### config.mk
export PLATFORM = sky130hd
export DESIGN_NAME = sha512_split_fu
export DESIGN_NICKNAME = d
export VERILOG_FILES = /design/src/rtl/sha512_split_pkg.sv /design/src/rtl/sha512_split_decode.sv /design/src/rtl/sha512_split_mix.sv /design/src/rtl/sha512_split_fu.sv
export SDC_FILE = /design/constraint.sdc
export NUM_CORES = 1
export LEC_CHECK = 0
export BUFFER_PORTS_ARGS = -buffer_cell sky130_fd_sc_hd__buf_2
export CELL_PAD_IN_SITES_DETAIL_PLACEMENT = 1
export CELL_PAD_IN_SITES_GLOBAL_PLACEMENT = 1
export CORE_MARGIN = 4
export CORE_UTILIZATION = 38
export CTS_CLUSTER_SIZE = 8
export DETAILED_ROUTE_END_ITERATION = 10
export PLACE_DENSITY = 0.93
export SYNTH_ARGS = -nofsm -noshare
export SYNTH_HDL_FRONTEND = slang
export SYNTH_SLANG_ARGS = --single-unit
export TNS_END_PERCENT = 10
### constraint.sdc
create_clock -name clk -period 1.9 [get_ports clk]
set_input_delay 0.19 -clock clk [delete_from_list [all_inputs] [get_ports clk]]
set_output_delay 0.19 -clock clk [all_outputs]
set_load 0.02 [all_outputs]
### src/rtl/sha512_split_pkg.sv
// Package: shared types and constants for the split-word SHA-512 unit.
// Assumes a 32-bit datapath; the shift amounts are fixed by the hash.
package sha512_split_pkg;

    localparam int DATA_W  = 32;
    localparam int INSN_W  = 32;
    localparam int OPC_W   = 7;
    localparam int F3_W    = 3;
    localparam int F7_W    = 7;

    localparam logic [OPC_W-1:0] OPC_REG = 7'b0110011;
    localparam logic [F3_W-1:0]  F3_HASH = 3'b000;

    localparam logic [F7_W-1:0] F7_SUM0R = 7'b0101000;
    localparam logic [F7_W-1:0] F7_SUM1R = 7'b0101001;
    localparam logic [F7_W-1:0] F7_SIG0L = 7'b0101010;
    localparam logic [F7_W-1:0] F7_SIG0H = 7'b0101110;
    localparam logic [F7_W-1:0] F7_SIG1L = 7'b0101011;
    localparam logic [F7_W-1:0] F7_SIG1H = 7'b0101111;

    typedef enum logic [2:0] {
        OP_NONE  = 3'd0,
        OP_SUM0R = 3'd1,
        OP_SUM1R = 3'd2,
        OP_SIG0L = 3'd3,
        OP_SIG0H = 3'd4,
        OP_SIG1L = 3'd5,
        OP_SIG1H = 3'd6
    } hash_op_e;

endpackage

### src/rtl/sha512_split_decode.sv
// Decoder: maps an instruction word onto one of six hash operations.
// Assumes combinational use; legality also needs 32-bit mode and the
// hash feature enable.
module sha512_split_decode
    import sha512_split_pkg::*;
(
    input  logic [INSN_W-1:0] insn,
    input  logic              mode32,
    input  logic              hash_en,
    output hash_op_e          op,
    output logic              legal
);

    logic [OPC_W-1:0] opc;
    logic [F3_W-1:0]  f3;
    logic [F7_W-1:0]  f7;
    logic             frame_ok;
    hash_op_e         raw_op;

    assign opc      = insn[OPC_W-1:0];
    assign f3       = insn[14:12];
    assign f7       = insn[INSN_W-1:INSN_W-F7_W];
    assign frame_ok = (opc == OPC_REG) && (f3 == F3_HASH);

    // Purpose: pick the operation from funct7 when the frame matches.
    always_comb begin
        raw_op = OP_NONE;
        if (frame_ok) begin
            case (f7)
                F7_SUM0R: raw_op = OP_SUM0R;
                F7_SUM1R: raw_op = OP_SUM1R;
                F7_SIG0L: raw_op = OP_SIG0L;
                F7_SIG0H: raw_op = OP_SIG0H;
                F7_SIG1L: raw_op = OP_SIG1L;
                F7_SIG1H: raw_op = OP_SIG1H;
                default:  raw_op = OP_NONE;
            endcase
        end
    end

    // Purpose: gate the operation with the mode and feature enables.
    always_comb begin
        legal = (raw_op != OP_NONE) && mode32 && hash_en;
        op    = legal ? raw_op : OP_NONE;
    end

endmodule

### src/rtl/sha512_split_mix.sv
// Datapath: evaluates one 32-bit half of a SHA-512 Sigma/sigma function
// from two operand words. Assumes unsigned operands with zero-fill right
// shifts; an OP_NONE select yields zero.
module sha512_split_mix
    import sha512_split_pkg::*;
(
    input  hash_op_e          op,
    input  logic [DATA_W-1:0] a,
    input  logic [DATA_W-1:0] b,
    output logic [DATA_W-1:0] y
);

    logic [DATA_W-1:0] s0r, s1r, g0_core, g0_extra, g1_core, g1_extra;

    // Purpose: big-Sigma halves, each mixing both operands.
    always_comb begin
        s0r = (a << 25) ^ (a << 30) ^ (a >> 28)
            ^ (b >> 7)  ^ (b >> 2)  ^ (b << 4);
        s1r = (a << 23) ^ (a >> 14) ^ (a >> 18)
            ^ (b >> 9)  ^ (b << 18) ^ (b << 14);
    end

    // Purpose: small-sigma terms shared by the high and low variants.
    always_comb begin
        g0_core  = (a >> 1) ^ (a >> 7) ^ (a >> 8) ^ (b << 31) ^ (b << 24);
        g0_extra = b << 25;
        g1_core  = (a << 3) ^ (a >> 6) ^ (a >> 19) ^ (b >> 29) ^ (b << 13);
        g1_extra = b << 26;
    end

    // Purpose: select the requested half.
    always_comb begin
        case (op)
            OP_SUM0R: y = s0r;
            OP_SUM1R: y = s1r;
            OP_SIG0L: y = g0_core ^ g0_extra;
            OP_SIG0H: y = g0_core;
            OP_SIG1L: y = g1_core ^ g1_extra;
            OP_SIG1H: y = g1_core;
            default:  y = '0;
        endcase
    end

endmodule

### src/rtl/sha512_split_fu.sv
// Top: split-word SHA-512 function unit with one registered output stage.
// Assumes in_valid strobes one item per cycle; the result appears one
// cycle later, forced to zero when the word is rejected.
module sha512_split_fu
    import sha512_split_pkg::*;
(
    input  logic              clk,
    input  logic              rst_n,
    input  logic              in_valid,
    input  logic [INSN_W-1:0] insn,
    input  logic [DATA_W-1:0] opnd_a,
    input  logic [DATA_W-1:0] opnd_b,
    input  logic              mode32,
    input  logic              hash_en,
    output logic              out_valid,
    output logic [DATA_W-1:0] result,
    output logic              illegal
);

    hash_op_e          op;
    logic              legal;
    logic [DATA_W-1:0] mix_y;

    sha512_split_decode u_decode (
        .insn    (insn),
        .mode32  (mode32),
        .hash_en (hash_en),
        .op      (op),
        .legal   (legal)
    );

    sha512_split_mix u_mix (
        .op (op),
        .a  (opnd_a),
        .b  (opnd_b),
        .y  (mix_y)
    );

    // Purpose: register the result, illegal flag and output strobe.
    always_ff @(posedge clk) begin
        if (!rst_n) begin
            out_valid <= 1'b0;
            illegal   <= 1'b0;
            result    <= '0;
        end else begin
            out_valid <= in_valid;
            if (in_valid) begin
                illegal <= !legal;
                result  <= legal ? mix_y : '0;
            end else begin
                illegal <= 1'b0;
            end
        end
    end


    valid_follow_chk: assert property (@(posedge clk) disable iff (!rst_n)
        in_valid |=> out_valid);


    idle_quiet_chk: assert property (@(posedge clk) disable iff (!rst_n)
        !in_valid |=> (!out_valid && !illegal));


    illegal_zero_chk: assert property (@(posedge clk) disable iff (!rst_n)
        illegal |-> (result == '0));


    mode_gate_chk: assert property (@(posedge clk) disable iff (!rst_n)
        (in_valid && !(mode32 && hash_en)) |=> illegal);


    opcode_gate_chk: assert property (@(posedge clk) disable iff (!rst_n)
        (in_valid && insn[OPC_W-1:0] != OPC_REG) |=> illegal);

endmodule

==> results of run 1 <==
## path summary, 6_finish.rpt
path                                         startpoint                 endpoint  slack [ns]
worst max-delay path                           insn[29]   result[2]$_SDFFE_PN0P_        0.33
worst min-delay path                              rst_n     out_valid$_SDFF_PN0_        0.15
worst max register to register  result[19]$_SDFFE_PN0P_  result[19]$_SDFFE_PN0P_        1.31
worst min register to register   result[1]$_SDFFE_PN0P_   result[1]$_SDFFE_PN0P_        0.45
## critical path, cell delays in order
cell and delay (ns):
buf_2 0.09, nor4b_1 0.32, o21ai_1 0.14, or4_1 0.54, buf_12 0.20, a21oi_1 0.20
a21o_1 0.11
## flip-flops by register name (all words and copies together) (netlist names)
signal     cells
out_valid      1
illegal        1
result        32
## placed cells by master (no fill, tap or decap)
| cell type | count |
|---|---|
| xor2_1 | 10 |
| xnor2_1 | 246 |
| buf_4 | 6 |
| nor3_1 | 1 |
| a21oi_1 | 27 |
| nor3b_2 | 1 |
| nand2_1 | 6 |
| clkinv_2 | 1 |
| nand4_1 | 1 |
| a21o_1 | 29 |
| and4bb_1 | 1 |
| o22ai_1 | 3 |
| a31oi_1 | 2 |
| and2_1 | 1 |
| nor2b_2 | 2 |
| o21ai_1 | 4 |
| or4_1 | 1 |
| inv_1 | 2 |
| buf_12 | 2 |
| clkbuf_16 | 5 |
| a22oi_1 | 56 |
| nor3_2 | 1 |
| nor4b_1 | 1 |
| nor2_1 | 3 |
| buf_2 | 119 |
| dfxtp_1 | 34 |
| clkbuf_1 | 1 |
| a221oi_1 | 3 |
| nor2b_1 | 7 |
| or3_1 | 1 |
| nand4b_1 | 1 |
| a32oi_1 | 2 |
| nand3_1 | 1 |
| clkbuf_8 | 1 |
## power breakdown
group,switching [W],total [W],internal (W)
combinational,0.000682,0.00125,0.000570
sequential,0.000000459,0.000715,0.000715
clock,0.000341,0.000862,0.000521
total,0.00102,0.00283,0.00181
## stage by stage
| step | total power [W] | hold WS (ns) | cell area (um2) | cells | util (%) |
|---|---|---|---|---|---|
| 4_1_cts | 0.00284 | 0.153 | 4990 | 722 | 45.4 |
| 3_3_place_gp | 0.00190 | 0.432 | 4840 | 714 | 44.1 |
| 3_5_place_dp | 0.00195 | 0.435 | 4840 | 714 | 44.1 |
| 2_1_floorplan | 0.00166 | 0.313 | 4310 | 527 | - |
| 5_1_grt | 0.00295 | 0.188 | 4990 | 722 | 45.4 |
| 6_report | 0.00283 | 0.148 | 4990 | 722 | 45.4 |
## kinds of logic after synthesis
logic type	after synthesis	synth area share [%]
xor gates and xnor gates	256	52.0
AOI/OAI and AO/OA	126	20.1
and+or+nand+nor	29	3.92
buffers and inverters	82	8.13
DFF	34	15.8
## layer usage
metal  vias up  wire (um)  GRT usage [%]
met2       237       8300           43.5
met1      2058       6770           32.0
met3        53       1410           4.86
met5         -          0              0
met4         0        702           12.4
li1       1824          -              -
## final cells by class
type | instances | area share (%)
clock buffers | 7 | 2.86
clock inverters | 1 | 0.100
inverters | 2 | 0.151
multi-input cells | 411 | 66.1
flip-flops and latches | 34 | 13.7
well taps | 140 | 3.51
repair buffers | 127 | 13.7
==> run summary, run 1 <==
OUTCOME
-----------------------------------------------------------------------------------------------
Status                                                                             complete, no violations

WORST SETUP PATH
-----------------------------------------------------------------------------------------------
Critical path arrival                                                                   1.80 ns
Class of the most critical setup path                                                    in2reg
Largest fanout on the critical path                                                          32
Worst-case reg-to-reg path depth                                                              1
Critical Path Sink Type                                                                register
Critical Path Start Type                                                             input port
Required time reported for the critical path endpoint                                   2.13 ns

LAYOUT
-----------------------------------------------------------------------------------------------
Fraction of final layout cells with drive strength greater than 1                         23.7%
Layout filler cell count                                                                   1328
Storage element area                                                                    681 um2
ANT cells                                                                                     0
Synthesis-to-finish area growth                                                           15.7%
Post-layout nets                                                                            682
Multi-input gate area in the final layout                                              3290 um2

TIMING
-----------------------------------------------------------------------------------------------
Achievable frequency                                                                    635 MHz
Transition time at the pin with the least slew margin                                  0.423 ns
Share of the cycle needed by the critical path after routing                              82.8%
Final setup violation count                                                                   0
Least setup slack across all paths after layout                                        0.326 ns
Time the worst path needs with I/O delays and setup                                     1.57 ns
Number of max-slew violations in the final report                                             0
Hold violation total from the final report                                                    0
Accumulated negative setup slack                                                           0 ns
Clock skew after layout                                                                    0 ns
Relative max-transition margin                                                            71.8%
Unrepaired setup endpoints after global routing                                           false

YOSYS
-----------------------------------------------------------------------------------------------
Cell type with the highest aggregate area in the netlist                                xnor2_1
Most repeated cell in the gate-level netlist after synthesis                            xnor2_1
Post-synth ARST share                                                                        0%
Nets in the synthesized netlist                                                             628
Synth Warn #                                                                                  0
Distinct cell type count of the synthesized netlist                                          29
Ys flop type                                                                            dfxtp_1
Synth Instances                                                                             527
Part of the Yosys area used for sequential elements                                       15.8%
Area fraction of the dominant cell type after synthesis                                   50.0%
Post-synth EDFFs                                                                              0
Commonest cells post-synth                                                         246 x xnor2_1, 60 x clkbuf_1, 56 x a22oi_1, 34 x dfxtp_1, 29 x a21o_1
Flop and latch count out of synthesis                                                        34
Summed instance area of the synthesized netlist                                        4310 um2
Top cells by area, synth                                                           xnor2_1 50%, dfxtp_1 16%, a22oi_1 9.8%
Post-synthesis area per instance                                                       8.18 um2

ROUTING
-----------------------------------------------------------------------------------------------
Count of nets left with antenna violations after detail routing                               0
Number of detailed-routing iterations run before antenna repair                               4
# DRC                                                                                         0
Via count                                                                                  4172
DRT Wirelength                                                                         17200 um
Post-DR vias/cell                                                                          5.78
Routed wirelength normalized by instance count                                          23.8 um
Number of DRC violations after detailed-routing iteration 0                                 368

CLOCK TREE
-----------------------------------------------------------------------------------------------
CTS Sinks                                                                                    34
Number of buffers added by the clock tree synthesis step                                      5
Number of cells upsized or downsized after cts                                                0
Total setup buffers inserted after CTS                                                        0
Clk buf depth                                                                                 2
# H-tree levels                                                                               2
Cts-stage hold buffer count                                                                   0
Clock input transition at the sequential cells of the worst setup and hold paths        0.06 ns
CTS Root Cell                                                                         clkbuf_16
TritonCTS clock tree                                                                      built
Clk_lat worst skew                                                                      0.28 ns

PLACE
-----------------------------------------------------------------------------------------------
Global placement routability congestion                                                   0.991
Dpl ws                                                                               0.00909 ns
HPWL after detailed placement                                                          12400 um
Port Buffer Count                                                                           119

GLOBAL ROUTING
-----------------------------------------------------------------------------------------------
Number of antenna violations at the first check in global routing                             0
Maximum number of pins on one net before global-route repair                                 34
Via count of the first global-routing pass                                                 4497
Total grt overflow                                                                            0
First-pass GRT wire length                                                             26000 um
Aggregate global-route resource usage                                                     26.0%

DIE
-----------------------------------------------------------------------------------------------
I/O pin cnt                                                                                 135
Std-Cell Rows                                                                                38
Die Wd                                                                                   115 um
Initial cell density of the core                                                          39.2%
Die height                                                                               115 um
Total Die Area                                                                        13100 um2
Area of the placeable core                                                            11000 um2

PWR
-----------------------------------------------------------------------------------------------
Highest ir drop seen on vdd                                                            0.342 mV
Power density over the cells                                                         567 nW/um2
Static Leakage                                                                          1.98 nW

JOB
-----------------------------------------------------------------------------------------------
Max cap viols                                                                                 0

WORST HOLD PATH
-----------------------------------------------------------------------------------------------
Path class of the lowest-slack min-delay path                                            in2reg
Worst Hold Path Cells                                                                         3

No activity file was read; power rests on OpenSTA's default activity.
==> run 2, diff against run 1 <==
- ABC_AREA: default -> 1
- CORE_UTILIZATION: 38 -> 34
- PLACE_DENSITY: 0.93 -> 0.9
- clock period: 1.9 -> 1.35 ns (I/O delays scaled with it)
==> run 2 against run 1 <==
  * The run now ends with setup timing left
  * Worst hold slack lost 0.059 ns
  * Global-route usage grew 6.2 points
  * Clock power grew 58%
  * Sequential power grew 41%
  * Core utilization grew 4.0 points
  * Register-to-register slack lost 0.69 ns
  * Cell count grew 52%
  * Combinational power grew 54%
  * Flip-flop and latch count is the same
  * Highest routed layer unchanged
==> run summary, run 2 <==
LAYOUT
-----------------------------------------------------------------------------------------------
Register ranked first by flip-flop count                                                 result   unchanged
Synthesis-to-finish area growth                                                           40.3%   was 15.7%
Biggest regs                                                                       result x32, illegal x1, out_valid x1   unchanged
Most common library cell in the layout ignoring fill and taps                           xnor2_1   unchanged
Commonest cells after routing, fill and taps aside                                 159 x xnor2_1, 141 x nand2_1, 116 x buf_2   was 246 x xnor2_1, 119 x buf_2, 56 x a22oi_1
Fraction of final layout cells with drive strength greater than 1                         33.0%   was 23.7%
Post-layout nets                                                                           1014   was 682
Flip-flop count of the largest register, all copies and words added                          32   unchanged
Fin area                                                                               6940 um2   was 4990 um2

ROUTING
-----------------------------------------------------------------------------------------------
Count of nets left with antenna violations after detail routing                               0   unchanged
Number of detailed-routing iterations run before antenna repair                               6   was 4
# DRC                                                                                         0   unchanged
Routed wirelength normalized by instance count                                          27.6 um   was 23.8 um
Post-DR vias/cell                                                                          5.95   was 5.78
DRT Wirelength                                                                         30200 um   was 17200 um
Number of DRC violations after detailed-routing iteration 0                                 887   was 368
Via count                                                                                  6515   was 4172

DIE
-----------------------------------------------------------------------------------------------
Std-Cell Rows                                                                                43   was 38
Initial cell density of the core                                                          35.2%   was 39.2%
Die height                                                                               129 um   was 115 um
I/O pin cnt                                                                                 135   unchanged
Die Wd                                                                                   129 um   was 115 um
Area of the placeable core                                                            14000 um2   was 11000 um2
Total Die Area                                                                        16500 um2   was 13100 um2

GLOBAL ROUTING
-----------------------------------------------------------------------------------------------
Total grt overflow                                                                            0   unchanged
First-pass GRT wire length                                                             40400 um   was 26000 um
Maximum number of pins on one net before global-route repair                                 33   was 34
Via count of the first global-routing pass                                                 6712   was 4497
Aggregate global-route resource usage                                                     32.2%   was 26.0%
Number of antenna violations at the first check in global routing                             2   was 0

WORST SETUP PATH
-----------------------------------------------------------------------------------------------
Largest incremental delay on the critical path                                          0.32 ns   was 0.54 ns
Required time reported for the critical path endpoint                                   1.49 ns   was 2.13 ns
Series of cell instances along the critical path                                   buf_2, inv_1, nand2_1, nor2_2, nand3_2, nor2_1, nand2_1, nand4_1, inv_2, buf_12, nand2_1, nand4_1, nand2_1, a21oi_1   was buf_2, nor4b_1, o21ai_1, or4_1, buf_12, a21oi_1, a21o_1
Crit-path leading delay family                                                     simple AND/OR/NAND/NOR gates   unchanged
Number of buffers and inverters on the critical path                                          4   was 2
Critical path arrival                                                                   2.16 ns   was 1.80 ns
Critical Path Start Type                                                             input port   unchanged
Most common cell type on the critical path                                              nand2_1
Critical Path Sink Type                                                                register   unchanged
Class of the most critical setup path                                                    in2reg   unchanged
Largest fanout on the critical path                                                          16   was 32
Minimum setup slack among reg-to-reg paths                                              0.62 ns   was 1.31 ns
Master of the slowest instance on the critical path                                     nand4_1   was or4_1

YOSYS
-----------------------------------------------------------------------------------------------
Top cells by area, synth                                                           xnor2_1 28%, xor2_1 17%, dfxtp_1 14%   was xnor2_1 50%, dfxtp_1 16%, a22oi_1 9.8%
Area fraction of the dominant cell type after synthesis                                   28.1%   was 50.0%
Post-synthesis area per instance                                                       6.55 um2   was 8.18 um2
Most repeated cell in the gate-level netlist after synthesis                            nand2_1   was xnor2_1
Post-synth EDFFs                                                                              0   unchanged
Summed instance area of the synthesized netlist                                        4950 um2   was 4310 um2
Synth Warn #                                                                                  0   unchanged
Flop and latch count out of synthesis                                                        34   unchanged
Post-synth ARST share                                                                        0%   unchanged
Cell type with the highest aggregate area in the netlist                                xnor2_1   unchanged
Ys flop type                                                                            dfxtp_1   unchanged
Synth Instances                                                                             755   was 527
Part of the Yosys area used for sequential elements                                       13.8%   was 15.8%
Distinct cell type count of the synthesized netlist                                          26   was 29
Commonest cells post-synth                                                         162 x nand2_1, 159 x xnor2_1, 97 x xor2_1, 56 x a21oi_1, 53 x inv_1   was 246 x xnor2_1, 60 x clkbuf_1, 56 x a22oi_1, 34 x dfxtp_1, 29 x a21o_1
Nets in the synthesized netlist                                                             856   was 628

CLOCK TREE
-----------------------------------------------------------------------------------------------
# H-tree levels                                                                               2   unchanged
CTS Sinks                                                                                    34   unchanged
Clock input transition at the sequential cells of the worst setup and hold paths        0.06 ns   about the same
TritonCTS clock tree                                                                      built   unchanged
Clk_lat worst skew                                                                      0.27 ns   was 0.28 ns
Number of buffers added by the clock tree synthesis step                                      5   unchanged
Cts-stage hold buffer count                                                                   0   unchanged
CTS Root Cell                                                                         clkbuf_16   unchanged
Clk buf depth                                                                                 2   unchanged

PLACE
-----------------------------------------------------------------------------------------------
HPWL after detailed placement                                                          18300 um   was 12400 um
Port Buffer Count                                                                           119   unchanged
Area post-placement                                                                    6240 um2   was 4840 um2
Global placement routability congestion                                                   0.979   was 0.991

TIMING
-----------------------------------------------------------------------------------------------
Transition time at the pin with the least slew margin                                  0.564 ns   was 0.423 ns
Final setup violation count                                                                  33   was 0
Clock skew after layout                                                                    0 ns   unchanged
Accumulated negative setup slack                                                      -15.10 ns   was 0 ns
Achievable frequency                                                                    496 MHz
Time the worst path needs with I/O delays and setup                                     2.02 ns
Hold violation total from the final report                                                    0   unchanged
Number of max-slew violations in the final report                                             0   unchanged
Least setup slack across all paths after layout                                       -0.668 ns   was 0.326 ns
Unrepaired setup endpoints after global routing                                            true   was false
Relative max-transition margin                                                            62.3%   was 71.8%
Share of the cycle needed by the critical path after routing                               149%

JOB
-----------------------------------------------------------------------------------------------
Max cap viols                                                                                 0   unchanged

OUTCOME
-----------------------------------------------------------------------------------------------
Violations in the final reports                                                    setup timing
Status                                                                             complete, but fails checks   was complete, no violations

WORST HOLD PATH
-----------------------------------------------------------------------------------------------
Path class of the lowest-slack min-delay path                                            in2reg   unchanged

PWR
-----------------------------------------------------------------------------------------------
Power density over the cells                                                         620 nW/um2   was 567 nW/um2
Static Leakage                                                                          3.18 nW   was 1.98 nW
Highest ir drop seen on vdd                                                            0.491 mV   was 0.342 mV

run 2: changes by cell type in the layout (fill, tap and decap cells not counted), moves of 23 or more:
| cell | delta |
|---|---|
| a21o_1 | -29 |
| a21oi_1 | +23 |
| a22oi_1 | -56 |
| buf_4 | +68 |
| inv_1 | +49 |
| nand2_1 | +135 |
| nand3_1 | +25 |
| nor2_1 | +40 |
| xnor2_1 | -87 |
| xor2_1 | +87 |
run 2: metrics by stage:
step / instances / util, % / setup slack, ns / power [W] / hold WS (ns)
finish: 1095 / 49.4 / -0.668 / 0.00430 / 0.0893
global route: 1095 / 49.4 / -0.741 / 0.00441 / 0.115
global placement: 1066 / 44.5 / -0.501 / 0.00261 / 0.361
floorplan: 755 / - / -0.0684 / 0.00212 / 0.247
detailed placement: 1066 / 44.5 / -0.601 / 0.00271 / 0.373
CTS: 1088 / 47.5 / -0.221 / 0.00411 / 0.0852
run 2: tightest hold or removal path, delay by kind of cell:
kind	cells	cell delay (ns)
buffers and inverters	2	0.15
AND/OR/NAND/NOR	1	0.05
run 2: kinds of logic (layout without fill, tap and decap cells):
| logic type | Yosys count | count (layout) | share of synthesized area, % |
|---|---|---|---|
| xor+xnor | 256 | 256 | 45.3 |
| simple gates | 277 | 279 | 23.7 |
| other cells | 0 | 2 | 0 |
| compound gates | 61 | 61 | 6.65 |
| flops | 34 | 34 | 13.8 |
| buf+inv | 127 | 283 | 10.6 |
run 2: metal layers:
metal  GRT usage [%]  vias up  routed length (um)  part of all wire (%)
li1                -     2593                   -                     -
met5               0        -                   0                     0
met4            23.7        0                3000                   9.9
met2            50.7      610               13100                    43
met1            38.6     3044               10500                    35
met3            6.81      268                3560                    12
run 2: cell type report:
cell class / count / area [um2]
flip-flops and latches: 34 / 681
inverters: 59 / 224
clock inverters: 1 / 30.0
diodes: 2 / 5.00
multi-input cells: 596 / 4050
clock buffers: 6 / 139
fillers: 1790 / 7100
well taps: 180 / 225
repair buffers: 217 / 1590
run 2: repair_timing:
action / CTS / global route
buffers inserted: 12 / 4
setup endpoints to repair: 32 / 33
pin swaps: 16 / 29
gates cloned: 4 / 1
resized for setup: 24 / 55
run 2: final timing paths:
check | endpoint | cells after the start | from
setup / recovery | result[31]$_SDFFE_PN0P_ | 14 | insn[13]
hold / removal | out_valid$_SDFF_PN0_ | 3 | in_valid
setup reg to reg | result[16]$_SDFFE_PN0P_ | 2 | result[16]$_SDFFE_PN0P_
hold reg to reg | result[29]$_SDFFE_PN0P_ | 2 | result[29]$_SDFFE_PN0P_
run 2: where the power goes:
part           switching, W  total [W]  internal [W]
sequential      0.000000705    0.00101       0.00101
combinational       0.00118    0.00193      0.000753
clock              0.000449    0.00136      0.000912
total               0.00163    0.00430       0.00267
